## src/rtl/eep_pkg.sv

```systemverilog
package eep_pkg;

  typedef enum logic [3:0] {
    ST_IDLE,
    ST_DEV,
    ST_DACK,
    ST_ADR,
    ST_AACK,
    ST_WDAT,
    ST_WACK,
    ST_RDAT,
    ST_RACK,
    ST_WAIT,
    ST_PROG,
    ST_COMMIT
  } eep_state_t;

  localparam logic [6:0] DEV_CODE = 7'b1010000;
  localparam int BYTE_W = 8;

endpackage

```

## src/rtl/eep_bus_cond.sv

```systemverilog
module eep_bus_cond #(
  parameter int SYNC_STAGES = 2
) (
  input  logic clk,
  input  logic rst,
  input  logic scl_i,
  input  logic sda_i,
  output logic scl_s,
  output logic sda_s,
  output logic scl_rise,
  output logic scl_fall,
  output logic start_det,
  output logic stop_det
);

  localparam int TOP = SYNC_STAGES - 1;

  logic [TOP:0] scl_pipe;
  logic [TOP:0] sda_pipe;
  logic         scl_d;
  logic         sda_d;

  always_ff @(posedge clk) begin
    if (rst) begin
      scl_pipe <= '1;
      sda_pipe <= '1;
      scl_d    <= 1'b1;
      sda_d    <= 1'b1;
    end else begin
      scl_pipe <= {scl_pipe[TOP-1:0], scl_i};
      sda_pipe <= {sda_pipe[TOP-1:0], sda_i};
      scl_d    <= scl_pipe[TOP];
      sda_d    <= sda_pipe[TOP];
    end
  end

  assign scl_s     = scl_pipe[TOP];
  assign sda_s     = sda_pipe[TOP];
  assign scl_rise  = ~scl_d & scl_s;
  assign scl_fall  = scl_d & ~scl_s;
  assign start_det = scl_d & scl_s & sda_d & ~sda_s;
  assign stop_det  = scl_d & scl_s & ~sda_d & sda_s;

endmodule

```

## src/rtl/eep_mem.sv

```systemverilog
module eep_mem #(
  parameter int AW = 8,
  parameter int DW = 8
) (
  input  logic          clk,
  input  logic          we,
  input  logic [AW-1:0] waddr,
  input  logic [DW-1:0] wdata,
  input  logic [AW-1:0] raddr,
  output logic [DW-1:0] rdata
);

  localparam int DEPTH = 1 << AW;

  logic [DW-1:0] cells [DEPTH];

  always_ff @(posedge clk) begin
    if (we) cells[waddr] <= wdata;
    rdata <= cells[raddr];
  end

endmodule

```

## src/rtl/eep_wbuf.sv

```systemverilog
module eep_wbuf #(
  parameter int AW          = 8,
  parameter int DW          = 8,
  parameter int PAGE_SLOTS  = 8,
  parameter int MULTI_SLOTS = 4
) (
  input  logic                          clk,
  input  logic                          rst,
  input  logic                          clr,
  input  logic                          push,
  input  logic [DW-1:0]                 din,
  input  logic                          multi,
  input  logic [AW-1:0]                 base,
  input  logic [$clog2(PAGE_SLOTS)-1:0] rd_slot,
  output logic [DW-1:0]                 rd_data,
  output logic [AW-1:0]                 rd_addr,
  output logic                          rd_valid,
  output logic                          any_valid
);

  localparam int SW = $clog2(PAGE_SLOTS);
  localparam logic [SW-1:0] PAGE_LAST  = SW'(PAGE_SLOTS - 1);
  localparam logic [SW-1:0] MULTI_LAST = SW'(MULTI_SLOTS - 1);

  logic [DW-1:0]         slot_data [PAGE_SLOTS];
  logic [PAGE_SLOTS-1:0] slot_vld;
  logic [SW-1:0]         wptr;
  logic [SW-1:0]         last_slot;
  logic [SW-1:0]         page_low;

  assign last_slot = multi ? MULTI_LAST : PAGE_LAST;

  always_ff @(posedge clk) begin
    if (rst || clr) begin
      slot_vld <= '0;
      wptr     <= '0;
    end else if (push) begin
      slot_vld[wptr] <= 1'b1;
      wptr           <= (wptr == last_slot) ? '0 : wptr + 1'b1;
    end
  end

  always_ff @(posedge clk) begin
    if (push) slot_data[wptr] <= din;
  end

  assign page_low  = base[SW-1:0] + rd_slot;
  assign rd_addr   = multi ? (base + AW'(rd_slot)) : {base[AW-1:SW], page_low};
  assign rd_data   = slot_data[rd_slot];
  assign rd_valid  = slot_vld[rd_slot];
  assign any_valid = |slot_vld;

endmodule

```

## src/rtl/i2c_eeprom_slave.sv

```systemverilog
module i2c_eeprom_slave
  import eep_pkg::*;
#(
  parameter int AW           = 8,
  parameter int PAGE_SLOTS   = 8,
  parameter int MULTI_SLOTS  = 4,
  parameter int WRITE_CYCLES = 500,
  parameter int SYNC_STAGES  = 2
) (
  input  logic clk,
  input  logic rst,
  input  logic por,
  input  logic scl_i,
  input  logic sda_i,
  input  logic mode_i,
  output logic sda_pull_o
);

  localparam int SW = $clog2(PAGE_SLOTS);
  localparam int CW = $clog2(WRITE_CYCLES + 1);
  localparam logic [SW-1:0] SLOT_LAST = SW'(PAGE_SLOTS - 1);
  localparam logic [CW-1:0] CYC_LAST  = CW'(WRITE_CYCLES - 1);

  eep_state_t          state;
  logic                scl_s, sda_s, scl_rise, scl_fall, start_det, stop_det;
  logic [3:0]          bit_cnt;
  logic [BYTE_W-1:0]   shreg;
  logic [BYTE_W-1:0]   tx;
  logic [AW-1:0]       cur_addr;
  logic [AW-1:0]       base;
  logic                mode_q;
  logic                rw_q;
  logic [CW-1:0]       cyc;
  logic [SW-1:0]       slot;
  logic                buf_clr;
  logic                push;
  logic                busy;
  logic                byte_end;
  logic [BYTE_W-1:0]   mem_rdata;
  logic [BYTE_W-1:0]   buf_data;
  logic [AW-1:0]       buf_addr;
  logic                buf_valid;
  logic                buf_any;
  logic                mem_we;

  eep_bus_cond #(.SYNC_STAGES(SYNC_STAGES)) u_cond (
    .clk       (clk),
    .rst       (rst),
    .scl_i     (scl_i),
    .sda_i     (sda_i),
    .scl_s     (scl_s),
    .sda_s     (sda_s),
    .scl_rise  (scl_rise),
    .scl_fall  (scl_fall),
    .start_det (start_det),
    .stop_det  (stop_det)
  );

  assign busy     = (state == ST_PROG) || (state == ST_COMMIT);
  assign byte_end = scl_fall && (bit_cnt == 4'd8);
  assign push     = (state == ST_WDAT) && byte_end && !start_det && !stop_det && !por;
  assign mem_we   = (state == ST_COMMIT) && buf_valid && !por;

  eep_wbuf #(
    .AW          (AW),
    .DW          (BYTE_W),
    .PAGE_SLOTS  (PAGE_SLOTS),
    .MULTI_SLOTS (MULTI_SLOTS)
  ) u_wbuf (
    .clk       (clk),
    .rst       (rst),
    .clr       (buf_clr),
    .push      (push),
    .din       (shreg),
    .multi     (mode_q),
    .base      (base),
    .rd_slot   (slot),
    .rd_data   (buf_data),
    .rd_addr   (buf_addr),
    .rd_valid  (buf_valid),
    .any_valid (buf_any)
  );

  eep_mem #(.AW(AW), .DW(BYTE_W)) u_mem (
    .clk   (clk),
    .we    (mem_we),
    .waddr (buf_addr),
    .wdata (buf_data),
    .raddr (cur_addr),
    .rdata (mem_rdata)
  );

  always_ff @(posedge clk) begin
    if (rst || por) begin
      state      <= ST_IDLE;
      sda_pull_o <= 1'b0;
      bit_cnt    <= '0;
      shreg      <= '0;
      tx         <= '0;
      cyc        <= '0;
      slot       <= '0;
      buf_clr    <= 1'b1;
      rw_q       <= 1'b0;
      if (rst) begin
        cur_addr <= '0;
        base     <= '0;
        mode_q   <= 1'b1;
      end
    end else begin
      buf_clr <= 1'b0;
      if (busy) begin
        sda_pull_o <= 1'b0;
        if (state == ST_PROG) begin
          if (cyc == CYC_LAST) begin
            state <= ST_COMMIT;
            slot  <= '0;
          end else begin
            cyc <= cyc + 1'b1;
          end
        end else begin
          if (slot == SLOT_LAST) begin
            state   <= ST_IDLE;
            buf_clr <= 1'b1;
          end
          slot <= slot + 1'b1;
        end
      end else if (start_det) begin
        state      <= ST_DEV;
        bit_cnt    <= '0;
        sda_pull_o <= 1'b0;
        buf_clr    <= 1'b1;
      end else if (stop_det) begin
        sda_pull_o <= 1'b0;
        cyc        <= '0;
        state      <= buf_any ? ST_PROG : ST_IDLE;
      end else begin
        unique case (state)
          ST_DEV, ST_ADR, ST_WDAT: begin
            if (scl_rise && bit_cnt != 4'd8) begin
              shreg   <= {shreg[BYTE_W-2:0], sda_s};
              bit_cnt <= bit_cnt + 1'b1;
            end
            if (byte_end) begin
              if (state == ST_DEV) begin
                if (shreg[BYTE_W-1:1] == DEV_CODE) begin
                  sda_pull_o <= 1'b1;
                  rw_q       <= shreg[0];
                  state      <= ST_DACK;
                end else begin
                  state <= ST_WAIT;
                end
              end else if (state == ST_ADR) begin
                sda_pull_o <= 1'b1;
                cur_addr   <= shreg[AW-1:0];
                base       <= shreg[AW-1:0];
                mode_q     <= mode_i;
                buf_clr    <= 1'b1;
                state      <= ST_AACK;
              end else begin
                sda_pull_o <= 1'b1;
                state      <= ST_WACK;
              end
            end
          end
          ST_DACK: begin
            if (scl_fall) begin
              bit_cnt <= '0;
              if (rw_q) begin
                tx         <= mem_rdata;
                sda_pull_o <= ~mem_rdata[BYTE_W-1];
                state      <= ST_RDAT;
              end else begin
                sda_pull_o <= 1'b0;
                state      <= ST_ADR;
              end
            end
          end
          ST_AACK, ST_WACK: begin
            if (scl_fall) begin
              sda_pull_o <= 1'b0;
              bit_cnt    <= '0;
              state      <= ST_WDAT;
            end
          end
          ST_RDAT: begin
            if (scl_rise && bit_cnt != 4'd8) bit_cnt <= bit_cnt + 1'b1;
            if (scl_fall) begin
              if (bit_cnt == 4'd8) begin
                sda_pull_o <= 1'b0;
                cur_addr   <= cur_addr + 1'b1;
                state      <= ST_RACK;
              end else begin
                sda_pull_o <= ~tx[BYTE_W-2];
                tx         <= tx << 1;
              end
            end
          end
          ST_RACK: begin
            if (scl_rise && sda_s) begin
              state <= ST_WAIT;
            end else if (scl_fall) begin
              tx         <= mem_rdata;
              sda_pull_o <= ~mem_rdata[BYTE_W-1];
              bit_cnt    <= '0;
              state      <= ST_RDAT;
            end
          end
          default: begin
            sda_pull_o <= 1'b0;
          end
        endcase
      end
    end
  end

endmodule

```

## config.mk

```make
export PLATFORM = sky130hd
export DESIGN_NAME = i2c_eeprom_slave
export DESIGN_NICKNAME = d
export VERILOG_FILES = /design/src/rtl/eep_pkg.sv /design/src/rtl/eep_bus_cond.sv /design/src/rtl/eep_mem.sv /design/src/rtl/eep_wbuf.sv /design/src/rtl/i2c_eeprom_slave.sv
export SDC_FILE = /design/constraint.sdc
export NUM_CORES = 2
export LEC_CHECK = 0
export BUFFER_PORTS_ARGS = -buffer_cell sky130_fd_sc_hd__buf_4
export CORE_UTILIZATION = 25
export DETAILED_ROUTE_END_ITERATION = 10
export PLACE_DENSITY_LB_ADDON = 0.15
export SYNTH_ARGS = -nofsm -noshare
export SYNTH_HDL_FRONTEND = slang
export SYNTH_HIERARCHICAL = 1
export SYNTH_SLANG_ARGS = --single-unit
```

## constraint.sdc

```tcl
create_clock -name clk -period 3.4 [get_ports clk]
set_input_delay 0.68 -clock clk [delete_from_list [all_inputs] [get_ports clk]]
set_output_delay 0.68 -clock clk [all_outputs]
set_load 0.03 [all_outputs]
```

* Word level (Yosys, flattened, before mapping)
Memories as Yosys holds them, arrays and structs flattened. A register that Yosys moved wholly into a read port is not among the register bits. Index checks and enable logic that the tools add are counted.
Storage, ports and cells: input port bits 6, bits in writable memories 2112, memory bits (read-only) 0, output and inout port bits 1, bits in latches 0, word-level logic and storage cells 234, flip-flop bits (word level) 72, memories kept 2
Cells by class: muxes and demuxes 97, equality and inequality tests 50, $add $sub $neg 7, div/mod/pow operators 0, $lt $le $gt $ge 3, bitwise operators 17, shift operators 0, $mul 0, reductions and logical operators 40
Memories:
- u_mem.cells | words 256, bits a word 8, read ports 1, clocked after memory_dff 1, wr ports 1, RTL line eep_mem.sv:15 | logic [DW-1:0] cells [DEPTH];
- u_wbuf.slot_data | words 8, bits a word 8, read ports 1, clocked after memory_dff 1, wr ports 1, RTL line eep_wbuf.sv:25 | logic [DW-1:0] slot_data [PAGE_SLOTS];
Operators by type and width (count):
- 8-bit two-way mux | 16
- 4-bit two-way mux | 21
- 9-bit two-way mux | 5
- 7-bit two-way mux | 6
- 1-bit two-way mux | 34
- 5-bit != test (second input constant) | 5
- 2-bit != test (second input constant) | 12
- 3-bit two-way mux | 7
- 3-bit != test (second input constant) | 7
- 7-bit one-hot mux with 3 select lines | 1
- 4-bit one-hot mux with 5 select lines | 1
- 10-bit AND reduction | 2
- 4-bit by 3-bit equality test with 1-bit output (second input constant) | 4
- 4-bit equality test (second input constant) | 4
- 8-bit one-hot mux with 2 select lines | 1
- 7-bit AND reduction | 2
- 2-bit by 1-bit != test with 1-bit output (second input constant) | 6
- 4-bit one-hot mux with 3 select lines | 1
- 1-bit logical AND | 10
- 5-bit AND reduction | 2
- 9-bit by 1-bit adder with 9-bit output (second input constant) | 1
- 9-bit equality test (second input constant) | 1
- 1-bit NOT | 9
- 9-bit AND reduction | 1
- 35 further kinds | 55

* Longest topological paths before layout
depth in word-level cells 9, mapped depth 11, gate-level depth less buffers 8

* Cells and area by module
Netlist, hierarchy kept.
Modules (own cells, without submodules):
- eep_mem | cells each 3733, instances 1, area an instance 79556.3 um^2
- eep_wbuf | cells each 168, instances 1, area an instance 3163.0 um^2
- i2c_eeprom_slave | cells each 324, instances 1, area an instance 2989.1 um^2
- eep_bus_cond | cells each 16, instances 1, area an instance 190.2 um^2

* Worst setup path before layout
No wires, ideal clock.
path type register to register, from reg slot[1], to mem u_mem.cells[234][0], enable pin, setup slack 0.324 ns, cell stages (with the launch flop) 11, setup time 0.370 ns, required time 3.030 ns, clock period less this slack 3.076 ns, data arrival time 2.706 ns, cell sequence dfxtp_1 -> buf_2 -> buf_2 -> mux4_2 -> mux2_4 -> nor4b_1 -> clkbuf_1 -> buf_1 -> nand3_1 -> clkbuf_1 -> nor2_1
On the way: longest elaborated chain between the ends 6, elaborated cells on any way between the ends 9
RTL lines:
- start, declared | RTL line i2c_eeprom_slave.sv:34 | logic [SW-1:0] slot;
- start signal, assigned | RTL line i2c_eeprom_slave.sv:125 | slot <= slot + 1'b1;
- 1-bit binary-select mux with 3-bit select | RTL line eep_wbuf.sv:50 | assign rd_valid = slot_vld[rd_slot];
- 1-bit two-way mux (not written as such) | RTL line eep_wbuf.sv:50
- net buf_valid | RTL line i2c_eeprom_slave.sv:42 | logic buf_valid;
- 1-bit logical AND (2 in a row) | RTL line i2c_eeprom_slave.sv:62 | assign mem_we = (state == ST_COMMIT) && buf_valid && !por;
- net mem_we | RTL line i2c_eeprom_slave.sv:44 | logic mem_we;
- 1-bit two-way mux | RTL line eep_mem.sv:18 | if (we) cells[waddr] <= wdata;
- 1-bit two-way mux (not written as such) | RTL line eep_mem.sv:18
- end, declared | RTL line eep_mem.sv:15
The timed path passes the listed nets, and every way through them passes these cells. The select of a mux whose other input is x is not followed.

==> results.md <==
- Slew at the pin closest to its max-slew limit: 0.974 ns
- Worst-Skew Late Latency: 0.90 ns
- H-tree depth: 5
- Max Slew Vio Count: 0
- Largest net degree at the start of global routing: between 100 and 150
- Crit-path cells: buf_12, buf_12, mux4_2, nand2b_1, a311oi_1, o221ai_1, a211oi_1, buf_4, nor4_1
- RSZ-0062 raised after global routing: no
- Clock-pin slew on the worst setup and hold paths: around 0.050 ns
- Worst EP required: between 4 and 5 ns
- Fin crit share: 0.997
- Number of vias per cell: around 4.6
- MaxCap Viol Count: 0
- #FFs+latches synth: roughly 2.2k
- Cell Count Post-Placement: between 9k and 10k
- Leakage: 0.0324 uW
- Fillers: approximately 33k
- Clk buf depth: 4
- Share of cells above drive strength 1: 0.295
- CTS sink count: around 2.2k
- Tot GR Track Use: 0.149
- Initial DRC count: about 4k
- Initial antenna violation count: 18
- DIE HEIGHT: about 600 um
- Via count: 43.9k
- Status: finished, final reports clean
- Non-Filler Instances: around 9.6k
- Largest cells by area after synthesis: edfxtp_1, mux4_2, mux2i_1
- Synth Instances: between 4k and 5k
- Dpl ws: -0.483 ns
- Routed wire length: ~260,000 um
- DIE AREA: roughly 0.35 mm2
- Sequential share of the synthesized area: 0.759
- # DRC: 0
- Syn Area/Cell: 20.3 um2
- Routed Antenna Nets: 0
- Hpwl dp: 167,000 um
- Wire per inst: between 20 and 30 um
- VDD IR max: approximately 330 uV
- Crit-path max cell delay: between 0.5 and 0.6 ns
- # IOs: 7
- Synthesized area: roughly 0.086 mm2
- Max FO, Critical Path: 20
- Slew HR: 0.351
- Biggest area consumer among synthesized cells: edfxtp_1
- Most used cell, CP: buf_12
- Final Wtd Congestion: just under 0.8
- Final-report hold violation count: 0
- Port Buffers: 6
- Share of the synthesized area in the top cell type: 0.744
- First-pass GRT wire length: about 370,000 um
- Slowest CP cell: mux4_2
- Most frequent cells in the layout: edfxtp_1, buf_4, mux4_2
- Hold/Removal Path Class: in -> reg
- Setup-failing EPs final: 0
- Die X: between 500 and 600 um
- Ys async rst share: 0
- Area after DPL: roughly 0.096 mm2
- Final min period: ~3.4 ns
- Vias in the first global route: 45.5k
- Placement Rows: around 210
- PD cells: 562 mW/mm2
- WP data arrival: 4.17 ns
- Clk root buf: clkbuf_16
- Critical path class: reg -> reg
- F_max: about 0.29 GHz
- CP startpoint kind: flop
- CP Capture Type: flop
- Top FF cell, synth: edfxtp_1
- Synth-to-layout area growth: 21.1%
- Grt total ovfl: 0
- Final setup margin: around 0.0088 ns
- Fin nets: slightly below 5k
- DRT Pass-1 Iters: 5
- Total CTS buffers: 264
- Starting Density: 0.252
- Synth warn: 6
- Total power: between 50,000 and 60,000 uW
- Post-Syn Nets: about 4.3k
- Skew final: between 0.06 and 0.07 ns
- Synth cell types: 87
- Postcts setup bufs: 0
- Most common cell after layout, fill and taps aside: edfxtp_1
- Number of synthesized flops with an enable pin: ~2.1k
- Core area: between 0.3 and 0.4 mm2
- Final Cell Area: between 0.1 and 0.15 mm2
- TritonCTS clock tree: yes
layout make-up:
| type | count | area [um2] | share of cell area |
|---|---|---|---|
| flip-flops and latches | 2192 | 65200 | 0.627 |
| repair buffers | 583 | 5430 | 0.0522 |
| clock inverters | 147 | 1440 | 0.0138 |
| well taps | 4536 | 5680 | 0.0546 |
| clock buffers | 319 | 6880 | 0.0661 |
| multi-input cells | 1782 | 19400 | 0.186 |
| diodes | 4 | 10.0 | 0.0000962 |
| inverters | 9 | 33.8 | 0.000325 |
through the flow:
stage	util	hold slack, ns	TNS [ns]
finish	0.305	0.0831	0
global route	0.305	0.0397	0
CTS	0.305	0.00232	0
detailed placement	0.280	0.399	-4.78
floorplan	-	0.383	0
global placement	0.280	0.400	-5.78
registers in the layout, summed over array words and instances (netlist names):
| name | count |
|---|---|
| u_wbuf/slot_vld | 8 |
| shreg | 8 |
| tx | 7 |
| sda_pull_o | 1 |
| u_mem/rdata | 8 |
| mode_q | 1 |
| u_cond/sda_d | 1 |
| base | 8 |
| u_cond/scl_pipe | 2 |
| buf_clr | 1 |
| state | 4 |
| u_cond/scl_d | 1 |
| u_wbuf/wptr | 3 |
| u_mem/cells | 2048 |
| rw_q | 1 |
| bit_cnt | 4 |
| slot | 3 |
| cur_addr | 8 |
| cyc | 9 |
| u_cond/sda_pipe | 2 |
| u_wbuf/slot_data | 64 |
final timing paths:
| kind | depth (start not counted) | slack (ns) | end | startpoint |
|---|---|---|---|---|
| setup reg to reg | 9 | 0.009 | u_mem/rdata[3]$_DFF_P_ | cur_addr[0]$_SDFFCE_PP0P_ |
| hold / removal | 2 | 0.08 | mode_q$_SDFFCE_PP1P_ | mode_i |
| setup / recovery | 9 | 0.009 | u_mem/rdata[3]$_DFF_P_ | cur_addr[0]$_SDFFCE_PP0P_ |
| hold reg to reg | 1 | 0.42 | u_cond/scl_pipe[1]$_SDFF_PP1_ | u_cond/scl_pipe[0]$_SDFF_PP1_ |
power by group:
| part | internal (uW) | total [uW] | switching, uW |
|---|---|---|---|
| combinational | 696 | 1710 | 1010 |
| sequential | 29200 | 29200 | 25.3 |
| clock | 16000 | 27500 | 11500 |
worst max-delay path, delay by kind of cell, from the launching register on:
family	cells	cell delay, ns
and+or+nand+nor	2	0.22
buffers and inverters	3	0.73
AOI/OAI and AO/OA	3	1.27
muxes	1	0.58
DFF	1	0.45
repair_timing:
item,4_1_cts,5_1_grt
endpoints found under the setup margin,117,295
resized for setup,11,18
hold endpoints to repair,2,0
hold buffers,2,0
pin swaps,0,0
kinds of logic (layout without fill, tap and decap cells):
logic type	after synthesis	in the layout	share of synthesized area
mux	642	642	0.145
compound gates	466	466	0.0385
flops	2192	2192	0.759
xor+xnor	20	20	0.00204
simple gates	643	643	0.0351
buf+inv	267	1058	0.0189
fa+ha+maj	11	11	0.00169
other cells	0	4	0
per-layer routing:
metal,global-route usage,part of all wire,wire length [um],up-vias
met1,0.212,0.46,121000,23800
met4,0.0359,0.023,6060,0
met3,0.0209,0.041,10600,319
li1,-,-,-,18800
met5,0,0,0,-
met2,0.240,0.47,123000,987
synth_stat cells, drive strengths merged, types with 3 or more instances:
cell / count
edfxtp: 2129
mux4: 474
nor2: 343
mux2i: 156
buf: 135
a22oi: 134
clkbuf: 123
a21oi: 114
dfxtp: 63
nand2: 61
nand3: 51
o221ai: 51
nor2b: 37
nor3: 36
a211oi: 31
nor4: 30
o22ai: 28
o21ai: 21
nand2b: 16
and2: 15
nand4: 15
a221oi: 14
xor2: 13
mux2: 12
or2: 12
o211ai: 11
ha: 10
o21a: 9
a22o: 8
a31oi: 8
inv: 8
xnor2: 7
a2111oi: 5
o22a: 5
o32ai: 5
and3b: 4
nand3b: 4
nor4b: 4
a21o: 3
o31ai: 3
Power figures use the tool's default switching activity.
